<file path="src/rtl/cell_pkg.sv">
`timescale 1ns/1ps
package cell_pkg;
  localparam int LUT_IN   = 3;
  localparam int HALF_W   = 1 << LUT_IN;
  localparam int TBL_W    = 2 * HALF_W;
  localparam int MODE_W   = 3;
  localparam int CFG_W    = TBL_W + MODE_W + 1;

  typedef enum logic [MODE_W-1:0] {
    MODE_GEN   = 3'd0,
    MODE_ARITH = 3'd1,
    MODE_MULT  = 3'd2,
    MODE_CNT   = 3'd3,
    MODE_MUX   = 3'd4
  } mode_e;

  typedef struct packed {
    logic              direct;
    logic [MODE_W-1:0] mode;
    logic [TBL_W-1:0]  tbl;
  } cfg_t;
endpackage

</file>
<file path="src/rtl/cfg_chain.sv">
`timescale 1ns/1ps
module cfg_chain #(
  parameter int CFG_W = 20
) (
  input  logic             clk,
  input  logic             rst_n,
  input  logic             si_i,
  input  logic             en_i,
  output logic             so_o,
  output logic [CFG_W-1:0] active_o
);
  logic [CFG_W-1:0] chain_q, chain_d;
  logic [CFG_W-1:0] act_q, act_d;

  always_comb begin
    chain_d = chain_q;
    act_d   = act_q;
    if (en_i) chain_d = {si_i, chain_q[CFG_W-1:1]};
    else      act_d   = chain_q;
  end

  always_ff @(posedge clk or negedge rst_n) begin
    if (!rst_n) begin
      chain_q <= '0;
      act_q   <= '0;
    end else begin
      chain_q <= chain_d;
      act_q   <= act_d;
    end
  end

  assign so_o     = chain_q[0];
  assign active_o = act_q;

  assert_scan_shift_R9: assert property (@(posedge clk) disable iff (!rst_n)
    en_i |=> so_o == $past(chain_q[1]));
  assert_active_hold_R10: assert property (@(posedge clk) disable iff (!rst_n)
    en_i |=> $stable(active_o));
  assert_active_copy_R10: assert property (@(posedge clk) disable iff (!rst_n)
    !en_i |=> active_o == $past(chain_q));
endmodule

</file>
<file path="src/rtl/operand_sel.sv">
`timescale 1ns/1ps
module operand_sel
  import cell_pkg::*;
#(
  parameter int IDX_W = 3
) (
  input  logic [MODE_W-1:0] mode_i,
  input  logic              a_i,
  input  logic              b_i,
  input  logic              c_i,
  input  logic              cin_i,
  input  logic              q_i,
  output logic [IDX_W-1:0]  idx_o
);
  logic pprod;
  assign pprod = a_i & b_i;

  always_comb begin
    idx_o = '0;
    unique case (mode_i)
      MODE_ARITH: begin idx_o[2] = cin_i; idx_o[1] = b_i;   idx_o[0] = a_i; end
      MODE_MULT:  begin idx_o[2] = cin_i; idx_o[1] = pprod; idx_o[0] = c_i; end
      MODE_CNT:   begin idx_o[1] = cin_i; idx_o[0] = q_i; end
      default:    begin idx_o[2] = c_i;   idx_o[1] = b_i;   idx_o[0] = a_i; end
    endcase
  end
endmodule

</file>
<file path="src/rtl/lut_pair.sv">
`timescale 1ns/1ps
module lut_pair #(
  parameter int IDX_W = 3,
  localparam int DEPTH = 1 << IDX_W
) (
  input  logic [2*DEPTH-1:0] tbl_i,
  input  logic [IDX_W-1:0]   idx_i,
  output logic [1:0]         out_o
);
  for (genvar h = 0; h < 2; h++) begin : g_half
    logic [DEPTH-1:0] half;
    assign half     = tbl_i[h*DEPTH +: DEPTH];
    assign out_o[h] = half[idx_i];
  end
endmodule

</file>
<file path="src/rtl/logic_cell.sv">
`timescale 1ns/1ps
module logic_cell
  import cell_pkg::*;
(
  input  logic clk,
  input  logic rst_n,
  input  logic a,
  input  logic b,
  input  logic c,
  input  logic d,
  input  logic cin,
  input  logic cfg_si,
  input  logic cfg_en,
  output logic cfg_so,
  output logic y,
  output logic cout
);
  logic [CFG_W-1:0]  act_bits;
  cfg_t              act;
  logic [LUT_IN-1:0] idx;
  logic [1:0]        tbl_out;
  logic              fn, carry;
  logic              q_q, q_d;

  cfg_chain #(.CFG_W(CFG_W)) i_chain (
    .clk(clk), .rst_n(rst_n), .si_i(cfg_si), .en_i(cfg_en),
    .so_o(cfg_so), .active_o(act_bits)
  );
  assign act = cfg_t'(act_bits);

  operand_sel #(.IDX_W(LUT_IN)) i_sel (
    .mode_i(act.mode), .a_i(a), .b_i(b), .c_i(c), .cin_i(cin),
    .q_i(q_q), .idx_o(idx)
  );

  lut_pair #(.IDX_W(LUT_IN)) i_lut (
    .tbl_i(act.tbl), .idx_i(idx), .out_o(tbl_out)
  );

  always_comb begin
    fn    = tbl_out[0];
    carry = 1'b0;
    unique case (act.mode)
      MODE_ARITH, MODE_MULT, MODE_CNT: carry = tbl_out[1];
      MODE_MUX:                        fn    = tbl_out[0];
      default:                         fn    = d ? tbl_out[1] : tbl_out[0];
    endcase
  end

  always_comb begin
    q_d = q_q;
    if (!cfg_en) q_d = fn;
  end

  always_ff @(posedge clk or negedge rst_n) begin
    if (!rst_n) q_q <= 1'b0;
    else        q_q <= q_d;
  end

  assign y    = act.direct ? fn : q_q;
  assign cout = carry;

  assert_ff_capture_R3: assert property (@(posedge clk) disable iff (!rst_n)
    !cfg_en |=> q_q == $past(fn));
  assert_ff_hold_R10: assert property (@(posedge clk) disable iff (!rst_n)
    cfg_en |=> $stable(q_q));
  assert_cout_idle_R8: assert property (@(posedge clk) disable iff (!rst_n)
    (act.mode == MODE_GEN || act.mode == MODE_MUX || act.mode > MODE_MUX) |-> !cout);
  assert_reset_clear_R1: assert property (@(posedge clk)
    $rose(rst_n) |-> (!q_q && !cfg_so));
endmodule

</file>
<file path="config.mk">
export PLATFORM = sky130hd
export DESIGN_NAME = logic_cell
export DESIGN_NICKNAME = d
export VERILOG_FILES = /design/src/rtl/cell_pkg.sv /design/src/rtl/cfg_chain.sv /design/src/rtl/operand_sel.sv /design/src/rtl/lut_pair.sv /design/src/rtl/logic_cell.sv
export SDC_FILE = /design/constraint.sdc
export NUM_CORES = 1
export LEC_CHECK = 0
export BUFFER_PORTS_ARGS = -buffer_cell sky130_fd_sc_hd__buf_2
export CAP_MARGIN = 20
export CORE_UTILIZATION = 45
export CTS_CLUSTER_DIAMETER = 40
export DETAILED_ROUTE_END_ITERATION = 8
export SLEW_MARGIN = 20
export SYNTH_ARGS = -nofsm -noshare
export SYNTH_HDL_FRONTEND = slang
export SYNTH_HIERARCHICAL = 1
export SYNTH_SLANG_ARGS = --single-unit
</file>
<file path="constraint.sdc">
create_clock -name clk -period 2.98 [get_ports clk]
set_input_delay 0.298 -clock clk [delete_from_list [all_inputs] [get_ports clk]]
set_output_delay 0.298 -clock clk [all_outputs]
set_load 0.05 [all_outputs]
</file>
# Word-level counts from Yosys, hierarchy flattened
# Cells that the tools add are included.
[totals]
regBits = 41
latchBits = 0
ramBits = 0
romBits = 0
inputBits = 9
out_inout_bits = 3
word_cells = 22
memories = 0
[classes]
addsub = 0
mul = 0
div_mod_pow = 0
n_lt_le_gt_ge = 1
eq_ne = 4
shifts = 0
n_mux = 10
bitwise_logic = 1
reduce_logical = 3
[ops]
columns = ["cell", "count"]
rows = [
  ["1-bit binary-select mux with 3-bit select", 2],
  ["3-bit by 2-bit == test with 1-bit output, second input constant", 2],
  ["1-bit 2-to-1 mux", 6],
  ["3-bit by 4-bit less-than comparator with 1-bit output, second input constant", 1],
  ["2-bit one-hot mux with 2 select lines", 1],
  ["4-bit OR reduction", 1],
  ["3-bit by 1-bit == test with 1-bit output, second input constant", 1],
  ["3-bit == test, second input constant", 1],
  ["3-bit OR reduction", 1],
  ["1-bit one-hot mux with 2 select lines", 1],
  ["2-bit OR reduction", 1],
  ["1-bit bitwise AND", 1],
]

# Longest topological paths before layout
[depth]
depth_word = 8
depth_mapped = 7
mapped_depth_nobuf = 7

# By module
# Netlist, hierarchy kept.
[modules_own_cells]
columns = ["mod", "instances", "cells_each", "area_each_um2"]
rows = [
  ["cfg_chain", 1, 84, 1496.4],
  ["lut_pair", 1, 6, 127.6],
  ["logic_cell", 1, 12, 96.3],
  ["operand_sel", 1, 13, 76.3],
]

# Worst setup path before layout
# Ideal clock, no wire load.
[synth_timing]
kind = "register -> output"
startpoint = "register i_chain.act_q[18], in the netlist i_chain/active_o[18]"
endpoint = "output port cout"
arrival_time_ns = 2.665
required_time_ns = 2.682
path_slack_ns = 0.017
stages_incl_launch_ff = 6
cell_sequence = "dfrtp_1 > nand2b_1 > o21ai_0 > mux4_1 > mux2_2 > nor3b_1"
[synth_via]
elab_cells_between_ends = 10
cone_classes = "eq/ne (3); mux (5); reduce/logical (2)"
[synth_rtl]
columns = ["item", "line_no", "rtl"]
rows = [
  ["start, declared", "cfg_chain.sv:13", "logic [CFG_W-1:0] act_q, act_d;"],
  ["start signal, assigned", "cfg_chain.sv:28", "act_q <= act_d;"],
  ["3-bit by 2-bit == test with 1-bit output", "operand_sel.sv:20", "unique case (mode_i)"],
  ["2-bit one-hot mux with 2 select lines (*)", "operand_sel.sv:20", ""],
  ["net idx[0]", "logic_cell.sv:20", "logic [LUT_IN-1:0] idx;"],
  ["1-bit binary-select mux with 3-bit select (*)", "lut_pair.sv:13", "assign out_o[h] = half[idx_i];"],
  ["1-bit 2-to-1 mux (not written as such) (*)", "lut_pair.sv:13", ""],
  ["net tbl_out[1]", "logic_cell.sv:21", "logic [1:0] tbl_out;"],
  ["1-bit 2-to-1 mux (*)", "logic_cell.sv:43", "unique case (act.mode)"],
  ["end, declared", "logic_cell.sv:16", "output logic cout"],
]
# The timed path passes the listed nets; every way through them passes the cells marked *. The select of a mux whose other input is x is not followed.

# Worst setup path in the final report
[layout_timing]
startpoint = "register i_chain.act_q[18], in the netlist i_chain/active_o[18]"
endpoint = "output port y"
[layout_via]
elab_cells_between_ends = 15
cone_classes = "eq/ne (4); mux (9); reduce/logical (2)"
[layout_rtl]
columns = ["item", "line_no", "rtl"]
rows = [
  ["3-bit by 2-bit == test with 1-bit output", "operand_sel.sv:20", ""],
  ["2-bit one-hot mux with 2 select lines (*)", "operand_sel.sv:20", ""],
  ["net idx[0]", "logic_cell.sv:20", ""],
  ["1-bit binary-select mux with 3-bit select (*)", "lut_pair.sv:13", ""],
  ["1-bit 2-to-1 mux (not written as such) (*)", "lut_pair.sv:13", ""],
  ["net tbl_out[1]", "logic_cell.sv:21", ""],
  ["1-bit 2-to-1 mux (*)", "logic_cell.sv:46", "default: fn = d ? tbl_out[1] : tbl_out[0];"],
  ["1-bit 2-to-1 mux (*)", "logic_cell.sv:43", ""],
  ["1-bit 2-to-1 mux (*)", "logic_cell.sv:60", "assign y = act.direct ? fn : q_q;"],
  ["end, declared", "logic_cell.sv:15", "output logic y,"],
]
# Marks and branches as above.

==> flow_metrics.tcl <==
set metrics [dict create \
    fin_worst_skew_ns 0.00981 \
    yosys_register_bits 41 \
    path_buf_inv 2 \
    syn_nets 124 \
    critPathRequiredTime_ns 2.68 \
    relSlewSlack_pct 41.8 \
    cts.sinks 41 \
    setup-tns-final_ns 0 \
    drt_iter0_drc 33 \
    rsz0062_at_grt "no" \
    fin_crit_sh_pct 95.7 \
    die_w_um 65.2 \
    synth-async-reset-ratio_pct 100 \
    drive_gt1_share_pct 48.9 \
    clk_path_buf_depth 2 \
    finalMaxSlewViolations 0 \
    yosys_warnings 6 \
    antenna_left 0 \
    cp.depth 8 \
    static-leakage-power_nw 0.878 \
    fillers 328 \
    ys_seq_area_share_pct 57.1 \
    max_cap_viol_count 0 \
    setup_viol 0 \
    cp_slowest_stage_delay_ns 0.54 \
    reg2reg_depth 7 \
    cts_buffers 5 \
    synth_flop_cell "dfrtp_1" \
    die_area_mm2 0.00425 \
    htree_levels 2 \
    io-pin-count 12 \
    path_class "flop to output pin" \
    synth_area_mm2 0.00180 \
    num_rows 22 \
    synth_area_leaders "dfrtp_1 (57%), mux2_2 (26%), mux4_1 (5.8%)" \
    gr-total-overflow 0 \
    critPathTopFamily "multiplexers" \
    postCtsSetupBuffers 0 \
    p_switching_mw 0.550 \
    wirelength_mm 2.61 \
    grt_max_degree 42 \
    seq_area_mm2 0.00103 \
    synthCells 115 \
    core_mm2 0.00374 \
    syn_area_per_cell_um2 15.6 \
    insertedDiodeCount 0 \
    via_per_inst 5.42 \
    timing.fmax_mhz 351 \
    p_int_mw 1.31 \
    synth_commonest_cells "mux2_2 (42), dfrtp_1 (41), buf_6 (4), mux4_1 (4)" \
    critPathCaptureType "output pin" \
    crit_chain "nand2b_1, o21ai_1, buf_4, mux4_1, mux2_2, a21bo_1, a31oi_1, clkbuf_4" \
    globalplace.congestion 0.722 \
    cts.clk_slew.worst_paths_ns 0.07 \
    ir_drop_mv 0.381 \
    status "finished, final reports clean" \
    critPathMaxFanout 8 \
    grt_pass1_vias 999 \
    clkPwrFrac_pct 20.8 \
    dp_hpwl_mm 1.78 \
    synth_edf_count 0 \
    drc_errors 0 \
    clk_latency_ns 0.29 \
    crit_arrival_ns 2.55 \
    p_comb_share_pct 28.2 \
    p_sw_share_pct 29.6 \
    track_usage_pct 14.4 \
    via_count 971 \
    finalHoldViolCount 0 \
    worst-slew-pin-transition_ns 0.873 \
    seqPwrFrac_pct 51.1 \
    wire_per_inst_um 14.6 \
    hold_class "input pin to async pin" \
    grt_antenna_before_repair 0 \
    multiInputGateArea_um2 714 \
    portBuffers 11 \
    power_density_mw_per_mm2 940 \
    fin_util_pct 52.9 \
    synth_cell_types 21 \
    grt_pass1_wl_mm 4.53 \
    root_buffer "clkbuf_8" \
    num-nets-final 139 \
    start_kind "flop" \
    first_pass_iters 3 \
    min_period_ns 2.85 \
    initial_core_util_pct 48.0 \
    synth_top_cell_by_area "dfrtp_1" \
    cpMaxStageDelayCell "mux4_1" \
    tritoncts "yes" \
    die_height_um 65.2 \
    netlist.area_leader.share_pct 57.1 \
    synth.most_common_cell "mux2_2" \
    areaGrowthSynthToFinish_pct 10.2 \
]
sequential cells by signal, indices dropped and copies added, names as in the netlist:
| signal | count |
|---|---|
| i_chain/active_o | 20 |
| q_q | 1 |
| i_chain/chain_q | 20 |
worst register-to-register path: cells and delay by family, from the launching register on:
kind / cells / cell delay, ns
flops: 1 / 0.45
compound gates: 3 / 0.43
simple gates: 1 / 0.20
buf+inv: 1 / 0.15
mux: 2 / 0.83
cells by family after synthesis:
group                  share of synthesized area [%]
buffers and inverters                           3.13
AND/OR/NAND/NOR                                 3.41
multiplexers                                    32.7
flip-flops                                      57.1
AO/OA/AOI/OAI                                   3.62
layout by cell type (no fill, tap or decap), drive strengths merged:
cell type and count:
o22ai 1, buf 11, o21ai 2, mux2 42, nand3 1, inv 3, mux4 4, nor2 3
nor3b 1, clkbuf 8, a2bb2oi 1, dfrtp 41, nor4bb 1, a31oi 2, nand2 2, clkinv 1
a21bo 1, or4b 1, nand2b 1, a21oi 2, mux2i 1, o211ai 1
final timing paths:
path                                      start                   end  slack, ns
setup / recovery           i_chain/active_o[18]                     y       0.13
hold / removal                            rst_n   i_chain/chain_q[16]       0.13
setup reg to reg           i_chain/active_o[18]                   q_q       0.81
hold reg to reg            i_chain/active_o[12]  i_chain/active_o[12]       0.50
max in group asynchronous                 rst_n  i_chain/active_o[18]       2.25
min in group clk                         cfg_si   i_chain/chain_q[19]       0.24
power by group through the flow:
stage	Clock, mW	Sequential [mW]	Combinational [mW]
final	0.387	0.949	0.524
after global routing	0.423	0.985	0.571
after CTS	0.399	0.954	0.527
after detailed placement	0	0.966	0.523
after global placement	0	0.955	0.509
after floorplan	0	0.921	0.426
routing by layer:
metal	wire length [um]	global-route usage, %	vias to the layer above	part of all wire [%]
met5	0	0	-	0
met4	65	8.70	0	2.5
met3	88	3.65	6	3.4
met2	1160	22.3	17	45
met1	1290	18.0	483	49
li1	-	-	465	-
per-stage QoR:
step	instances	power, mW	hold WS, ns	instance area, um2	setup slack, ns
6_report	179	1.86	0.129	1980	0.127
5_1_grt	179	1.98	0.217	1980	0.00937
4_1_cts	179	1.88	0.169	1980	0.0576
3_5_place_dp	171	1.49	0.473	1870	0.395
3_3_place_gp	171	1.46	0.468	1870	0.426
2_1_floorplan	115	1.35	0.00241	1800	0.0169
what timing repair did:
item | 4_1_cts | 5_1_grt
hold buffers | 0 | 0
setup endpoints to repair | 0 | 1
resized for setup | 0 | 3
area by class of cell:
class / count / share of cell area (%)
tap: 48 / 3.03
timing repair buffer: 12 / 3.29
clock inverter: 1 / 0.253
multi-input combinational: 67 / 36.1
sequential: 41 / 51.9
clock buffer: 7 / 4.87
inverter: 3 / 0.569
Note: power is estimated with default switching activity, not from simulation.
